## config.mk

```make
export PLATFORM = sky130hd
export DESIGN_NAME = tx_ring_tracker
export DESIGN_NICKNAME = d
export VERILOG_FILES = /design/src/rtl/tx_ring_pkg.sv /design/src/rtl/tx_ring_regif.sv /design/src/rtl/tx_ring_len.sv /design/src/rtl/tx_ring_ptrs.sv /design/src/rtl/tx_ring_tracker.sv
export SDC_FILE = /design/constraint.sdc
export NUM_CORES = 1
export LEC_CHECK = 0
export BUFFER_PORTS_ARGS = -buffer_cell sky130_fd_sc_hd__buf_2
export CAP_MARGIN = 30
export CORE_ASPECT_RATIO = 0.8
export CORE_MARGIN = 4
export CORE_UTILIZATION = 46
export DETAILED_ROUTE_END_ITERATION = 7
export GPL_TIMING_DRIVEN = 0
export PLACE_DENSITY_LB_ADDON = 0.2
export SLEW_MARGIN = 15
export SYNTH_ARGS = -nofsm -noshare
export SYNTH_HDL_FRONTEND = slang
export SYNTH_SLANG_ARGS = --single-unit
```

## constraint.sdc

```tcl
create_clock -name clk -period 6.4 [get_ports clk]
set_input_delay 0.32 -clock clk [delete_from_list [all_inputs] [get_ports clk]]
set_output_delay 0.32 -clock clk [all_outputs]
set_load 0.03 [all_outputs]
```

## src/rtl/tx_ring_pkg.sv

```systemverilog
package tx_ring_pkg;
  localparam int unsigned PTR_W = 16;
  localparam int unsigned DESC_SHIFT = 4;   // 16-byte descriptors
  localparam int unsigned ALIGN_BITS = 7;   // 128-byte granularity

  typedef logic [PTR_W-1:0] ptr_t;

  typedef enum logic [1:0] {
    SEL_LEN  = 2'd0,
    SEL_HEAD = 2'd1,
    SEL_TAIL = 2'd2,
    SEL_NONE = 2'd3
  } reg_sel_e;

  // step an index forward by one within a ring of the given size
  function automatic ptr_t ring_next(ptr_t p, ptr_t size);
    return (p == size - ptr_t'(1)) ? '0 : p + ptr_t'(1);
  endfunction

  // descriptors waiting from head up to but not including tail
  function automatic ptr_t ring_fill(ptr_t head, ptr_t tail, ptr_t size);
    if (tail >= head) return tail - head;
    return tail + (size - head);
  endfunction
endpackage

```

## src/rtl/tx_ring_regif.sv

```systemverilog
module tx_ring_regif
  import tx_ring_pkg::*;
#(
  parameter int unsigned LEN_W = 20
) (
  input  logic             reg_wr,
  input  logic [1:0]       reg_addr,
  input  logic [LEN_W-1:0] ring_len,
  input  ptr_t             head,
  input  ptr_t             tail,
  output logic             len_we,
  output logic             head_we,
  output logic             tail_we,
  output logic [31:0]      reg_rdata
);
  reg_sel_e sel;
  assign sel = reg_sel_e'(reg_addr);

  assign len_we  = reg_wr && (sel == SEL_LEN);
  assign head_we = reg_wr && (sel == SEL_HEAD);
  assign tail_we = reg_wr && (sel == SEL_TAIL);

  always_comb begin
    reg_rdata = '0;
    unique case (sel)
      SEL_LEN:  reg_rdata[LEN_W-1:0] = ring_len;
      SEL_HEAD: reg_rdata[PTR_W-1:0] = head;
      SEL_TAIL: reg_rdata[PTR_W-1:0] = tail;
      SEL_NONE: reg_rdata = '0;
    endcase
  end
endmodule

```

## src/rtl/tx_ring_len.sv

```systemverilog
module tx_ring_len
  import tx_ring_pkg::*;
#(
  parameter int unsigned LEN_W     = 20,
  parameter int unsigned RESET_LEN = 128
) (
  input  logic             clk,
  input  logic             rst_n,
  input  logic             tx_en,
  input  logic             len_we,
  input  logic [LEN_W-1:0] wdata,
  output logic [LEN_W-1:0] ring_len,
  output ptr_t             ring_size,
  output logic             len_accept,
  output logic             len_reject,
  output logic             cfg_err
);
  localparam int unsigned MIN_LEN = 1 << ALIGN_BITS;

  logic aligned, big_enough;
  assign aligned    = (wdata[ALIGN_BITS-1:0] == '0);
  assign big_enough = (wdata >= LEN_W'(MIN_LEN));
  assign len_accept = len_we && !tx_en && aligned && big_enough;
  assign len_reject = len_we && !len_accept;

  assign ring_size = ptr_t'(ring_len >> DESC_SHIFT);

  always_ff @(posedge clk) begin
    if (!rst_n) begin
      ring_len <= LEN_W'(RESET_LEN);
      cfg_err  <= 1'b0;
    end else begin
      if (len_accept) ring_len <= wdata;
      if (len_reject) cfg_err  <= 1'b1;
    end
  end
endmodule

```

## src/rtl/tx_ring_ptrs.sv

```systemverilog
module tx_ring_ptrs
  import tx_ring_pkg::*;
(
  input  logic clk,
  input  logic rst_n,
  input  logic tx_en,
  input  logic desc_done,
  input  logic head_we,
  input  logic tail_we,
  input  ptr_t wval,
  input  ptr_t ring_size,
  input  logic len_accept,
  output ptr_t head,
  output ptr_t tail,
  output logic empty,
  output ptr_t fill,
  output logic head_adv,
  output logic head_wr_ok,
  output logic tail_wr_ok,
  output logic ptr_reject,
  output logic ptr_err
);
  logic in_range;
  assign in_range   = (wval < ring_size);
  assign empty      = (head == tail);
  assign fill       = ring_fill(head, tail, ring_size);
  assign head_adv   = desc_done && tx_en && !empty;
  assign head_wr_ok = head_we && !tx_en && in_range;
  assign tail_wr_ok = tail_we && in_range;
  assign ptr_reject = (head_we && !head_wr_ok) || (tail_we && !tail_wr_ok);

  always_ff @(posedge clk) begin
    if (!rst_n) begin
      head    <= '0;
      tail    <= '0;
      ptr_err <= 1'b0;
    end else begin
      if (len_accept) begin
        head <= '0;
        tail <= '0;
      end else begin
        if (head_wr_ok)    head <= wval;
        else if (head_adv) head <= ring_next(head, ring_size);
        if (tail_wr_ok)    tail <= wval;
      end
      if (ptr_reject) ptr_err <= 1'b1;
    end
  end
endmodule

```

## src/rtl/tx_ring_tracker.sv

```systemverilog
module tx_ring_tracker
  import tx_ring_pkg::*;
#(
  parameter int unsigned LEN_W     = 20,
  parameter int unsigned RESET_LEN = 128
) (
  input  logic        clk,
  input  logic        rst_n,
  input  logic        tx_en,
  input  logic        reg_wr,
  input  logic [1:0]  reg_addr,
  input  logic [31:0] reg_wdata,
  output logic [31:0] reg_rdata,
  input  logic        desc_done,
  output logic [15:0] next_index,
  output logic [15:0] pending_count,
  output logic        ring_empty,
  output logic        cfg_err,
  output logic        ptr_err
);
  logic             len_we, head_we, tail_we;
  logic [LEN_W-1:0] ring_len;
  ptr_t             ring_size, head, tail, fill;
  logic             len_accept, len_reject;
  logic             head_adv, head_wr_ok, tail_wr_ok, ptr_reject;
  logic             empty;
  logic             unused_wdata;

  assign unused_wdata = ^reg_wdata[31:LEN_W];

  tx_ring_regif #(.LEN_W(LEN_W)) u_regif (
    .reg_wr(reg_wr), .reg_addr(reg_addr), .ring_len(ring_len),
    .head(head), .tail(tail), .len_we(len_we), .head_we(head_we),
    .tail_we(tail_we), .reg_rdata(reg_rdata)
  );

  tx_ring_len #(.LEN_W(LEN_W), .RESET_LEN(RESET_LEN)) u_len (
    .clk(clk), .rst_n(rst_n), .tx_en(tx_en), .len_we(len_we),
    .wdata(reg_wdata[LEN_W-1:0]), .ring_len(ring_len), .ring_size(ring_size),
    .len_accept(len_accept), .len_reject(len_reject), .cfg_err(cfg_err)
  );

  tx_ring_ptrs u_ptrs (
    .clk(clk), .rst_n(rst_n), .tx_en(tx_en), .desc_done(desc_done),
    .head_we(head_we), .tail_we(tail_we), .wval(reg_wdata[PTR_W-1:0]),
    .ring_size(ring_size), .len_accept(len_accept), .head(head), .tail(tail),
    .empty(empty), .fill(fill), .head_adv(head_adv), .head_wr_ok(head_wr_ok),
    .tail_wr_ok(tail_wr_ok), .ptr_reject(ptr_reject), .ptr_err(ptr_err)
  );

  assign next_index    = head;
  assign pending_count = fill;
  assign ring_empty    = empty;
endmodule

```

# Word level (Yosys, flattened, before mapping)
# Index checks and enable logic that the tools add are counted.
totals:
  regBits: 54
  word_cells: 51
  out_inout_bits: 67
  input_bits: 39
op_classes:
  eq_ne: 5
  order_cmp: 3
  n_reduce_logical: 24
  bitwise: 1
  n_addsub: 5
  n_mux: 8
op_table:
  columns: ["operator", "n"]
  rows:
  - ["$mux 16", 5]
  - ["$pmux 16 s4", 1]
  - ["$eq 16x16->1", 2]
  - ["$sub 16x16->16", 2]
  - ["$ge 20x8->1 const B", 1]
  - ["$add 16x1->16 const B", 1]
  - ["$add 16x16->16", 1]
  - ["$ge 16x16->1", 1]
  - ["$lt 16x16->1", 1]
  - ["$sub 16x1->16 const B", 1]
  - ["$logic_and 1x1->1", 14]
  - ["$logic_not 7->1", 1]
  - ["$logic_not 1->1", 5]
  - ["$eq 2x2->1 const B", 2]
  - ["$mux 4", 1]
  - ["$eq 2x1->1 const B", 1]
  - ["$logic_not 2->1", 1]
  - ["$reduce_bool 2->1", 1]
  - ["$reduce_or 2->1", 1]
  - ["$logic_or 1x1->1", 1]
  - ["$mux 1", 1]
  - ["$not 1->1", 1]

# Logic depth before layout (Yosys ltp)
depth:
  ltp_word: 7
  depth_mapped: 14
  mapped_depth_nobuf: 14

# By module
# From an unflattened synthesis, not the netlist that was laid out.
hier_totals:
  hier_cells: 783
  area_unflattened_um2: 6020.8
modules_own_cells:
  columns: ["mod", "n_inst", "cells_each", "area_per_inst_um2"]
  rows:
  - ["tx_ring_ptrs", 1, 620, 4558.1]
  - ["tx_ring_len", 1, 102, 937.1]
  - ["tx_ring_regif", 1, 61, 525.5]

# Worst setup path before layout
# OpenSTA, ideal clock, no wires.
synth_path:
  kind: "register to output"
  from: "reg u_ptrs.head[11]"
  to: "out pending_count[11]"
  path_stages_with_launch: 13
  arrival_ns: 4.060
  required_ns: 6.080
  path_buffers: 3
  slack_ns: 2.020
  path_cell_list: "dfxtp_1 > clkbuf_1 > inv_1 > ha_1 > and3_1 > nand3_1 > nor4_1 > inv_1 > a21oi_1 > a211oi_1 > buf_2 > buf_2 > o21ai_0"
synth_via:
  elab_chain_cells: 3
  word_cells_on_any_way: 7
synth_lines:
  columns: ["element", "line_no", "rtl"]
  rows:
  - ["start: declaration", "tx_ring_ptrs.sv:13", "output ptr_t head,"]
  - ["start signal: assignment", "tx_ring_ptrs.sv:42", "if (head_wr_ok) head <= wval;"]
  - ["start signal: assignment", "tx_ring_ptrs.sv:43", "else if (head_adv) head <= ring_next(head, ring_size);"]
  - ["$sub 16x16->16, or another cell as far along", "tx_ring_pkg.sv:23", "return tail + (size - head);"]
  - ["$add 16x16->16, or another cell as far along", "tx_ring_pkg.sv:23", null]
  - ["$mux 16 *", "tx_ring_pkg.sv:23", null]
  - ["end: declaration", "tx_ring_tracker.sv:16", "output logic [15:0] pending_count,"]
# Mark *: on every way between the ends. The rest lies on a longest branch, timed or not. The select of a mux whose other input is x is not followed.

# Final worst setup path
layout_path:
  from: "reg u_ptrs.head[2]"
  to: "out pending_count[13]"
# Same word-level chain as after synthesis.

==> metrics <==
Slew Limit Fails=0; syn avg cell area=7.61 um2; # IOs=106; initial antenna violation count=0; sequential fraction of the synthesis area=18.8%; cell mode on critical path=buf_2; Distinct cells, synth=63; CTS tree=yes; top cell type's share of synthesized area=18.8%; Achievable Freq=193 MHz; Initial Utilization=47.0%; Layout Nets=955; flop2flop setup slack=2.85 ns; Hold Fails Final Rpt=0; DP Worst Slack=1.70 ns; Critical Path Fanout Max=10; R2R Path End=u_ptrs.tail[3]$_SDFFE_PP0P_; Worst Path Arrival=4.86 ns; slowest library cell on the worst path=a211oi_1; FFs w/ async S/R, synth=0%; clock root cell=clkbuf_16; Total Neg Setup Slack=0 ns; share of cells above drive strength 1=14.2%; hold slack=0.297 ns; PortBufs=79; grt total ovfl=0; Post-synth top cells=inv_1, nand2_1, nor2_1; hold buffers post-CTS=0; Power Dens Cells=194 nW/um2; CTS Buf Count=5; vias in the first global route=5602; wire per inst=18.0 um; DRT antenna net count=0; core box area=12200 um2; Worst setup EP type=output pin; RSZ-0062 raised after global routing=false; FF-to-FF path depth=11; Synth area leader=dfxtp_1; Hold Crit Endpoint=u_len.ring_len[16]$_SDFFE_PN0P_; Clk Latency, worst-skew pair=0.30 ns; Post-DP Area=6390 um2; critical path's top delay family=compound AO/OA/AOI/OAI gates; Worst Setup Start Kind=flop; Die Wd=133 um; final core occ=53.7%; max cap viols=0; critical path cell sequence=clkbuf_1, inv_1, ha_1, nor2b_1, o311ai_1, a31oi_1, a211oi_1, a21oi_1, a211oi_1, buf_2, buf_2, nor2_1, a21oi_1, buf_2; Ys Warns=0; H-tree depth=2; first-pass GRT wire length=29200 um; Avg Vias per Cell=5.71; Clock Skews=0.0106 ns; design area=6560 um2; Least-Margin Pin Slew=0.859 ns; Reg-to-Reg Start=u_len.ring_len[6]$_SDFFE_PN0P_; period utilization=80.9%; P_leak=2.91 nW; post-synthesis cell count=754; Worst-path clk slew=0.07 ns; Std-Cell Rows=36; Antenna diodes=0; hold path start=reg_wdata[16]; HP Class=in2reg; dpl hpwl=15000 um; post-route setup slack=1.22 ns; status=finished, final reports clean; Post-synth EDFFs=0; die height=108 um; multi-input logic area=4150 um2; Post-CTS Setup Repair Bufs=0; drt pass-1 iters=5; sequential cell area=1080 um2; Syn Std Cell Area=5740 um2; fill count=1217; pin count of the biggest net entering global routing=16; synth top area cells=dfxtp_1, ha_1, mux2i_1; final setup fails=0; Routability Congestion=0.966; Worst Hold Depth=3; Layout area overhead=14.3%; peak supply drop=115 uV; PostCTS Resize Cnt=0; fin crit period=5.18 ns; DRT iter0 DRCs=550; FF+latch count, synth=54; Crit Path Category=reg2out; vias=5839; WP data required=6.08 ns; Clock Path Buffers=2; final WL=18400 um; GRT Util Overall=25.4%; most common cell in the netlist=inv_1; Top FF cell, synth=dfxtp_1; Die Area=14300 um2; Max stage delay on crit path=0.58 ns; CTS sink cnt=54; Buf/Inv on CP=5; slew margin rel.=42.2%; drt drc=0
cell families (layout without fill, tap and decap cells):
group / count (synthesis) / in the layout / share of synthesized area [%]
buf+inv: 132 / 218 / 9.68
simple gates: 238 / 238 / 20.3
fa+ha+maj: 65 / 65 / 16.3
mux: 43 / 43 / 7.50
compound gates: 173 / 173 / 20.0
flops: 54 / 54 / 18.8
other cells: 1 / 12 / 0.0653
xor+xnor: 48 / 48 / 7.32
flip-flops by register name, summed over array words and instances, names as in the netlist:
name / flops
u_len.cfg_err: 1
u_len.ring_len: 20
u_ptrs.head: 16
u_ptrs.ptr_err: 1
u_ptrs.tail: 16
area by class of cell:
type	count	share of cell area, %
Multi-Input combinational cell	579	63.2
Sequential cell	54	16.5
Timing Repair Buffer	79	6.03
Inverter	84	4.81
Buffer	48	3.66
Tap cell	171	3.26
Clock buffer	6	2.12
Clock inverter	1	0.458
tightest hold or removal path, stage by stage:
cell and delay, ns:
buf_2 0.10, nand2_1 0.05, a21boi_0 0.07
where the power goes:
| part | switching, mW | total, mW | internal (mW) |
|---|---|---|---|
| Sequential | 0.0143 | 0.357 | 0.343 |
| Clock | 0.128 | 0.321 | 0.194 |
| Combinational | 0.395 | 0.596 | 0.200 |
worst max path at each step:
stage               slack [ns]  cells past startpoint                    startpoint                 to
floorplan                 2.02                     12  u_ptrs.head[11]$_SDFFE_PP0P_  pending_count[11]
global placement          1.83                     14   u_ptrs.head[2]$_SDFFE_PP0P_  pending_count[13]
detailed placement        1.70                     14   u_ptrs.head[2]$_SDFFE_PP0P_  pending_count[13]
CTS                       1.35                     14   u_ptrs.head[2]$_SDFFE_PP0P_  pending_count[13]
global route              0.97                     14   u_ptrs.head[2]$_SDFFE_PP0P_  pending_count[13]
finish                    1.22                     14   u_ptrs.head[2]$_SDFFE_PP0P_  pending_count[13]
layout by cell type, fill, tap and decap left out, types with 6 or more instances in the layout:
cell type,n
a211oi_1,9
a21o_1,11
a21oi_1,36
a31oi_1,10
and3_1,8
buf_2,85
buf_4,12
clkbuf_1,28
conb_1,12
dfxtp_1,54
fa_1,16
ha_1,49
inv_1,84
mux2i_1,43
nand2_1,63
nand3_1,21
nand4_1,10
nor2_1,61
nor2b_1,16
nor3_1,22
nor4_1,8
o211ai_1,6
o21a_1,7
o21ai_0,49
xnor2_1,29
xor2_1,19
routing by layer:
metal / vias to the layer above / wire length (um) / global-route usage [%]
li1: 2783 / - / -
met1: 2752 / 8620 / 36.3
met2: 273 / 7940 / 39.5
met3: 31 / 1530 / 5.19
met4: 0 / 329 / 5.79
met5: - / 0 / 0
per-stage QoR:
stage | total power, mW | std cells
global route | 1.34 | 1022
CTS | 1.27 | 1022
floorplan | 0.786 | 765
finish | 1.27 | 1022
detailed placement | 0.951 | 1015
global placement | 0.942 | 1015
Note: power is estimated with default switching activity, not from simulation.
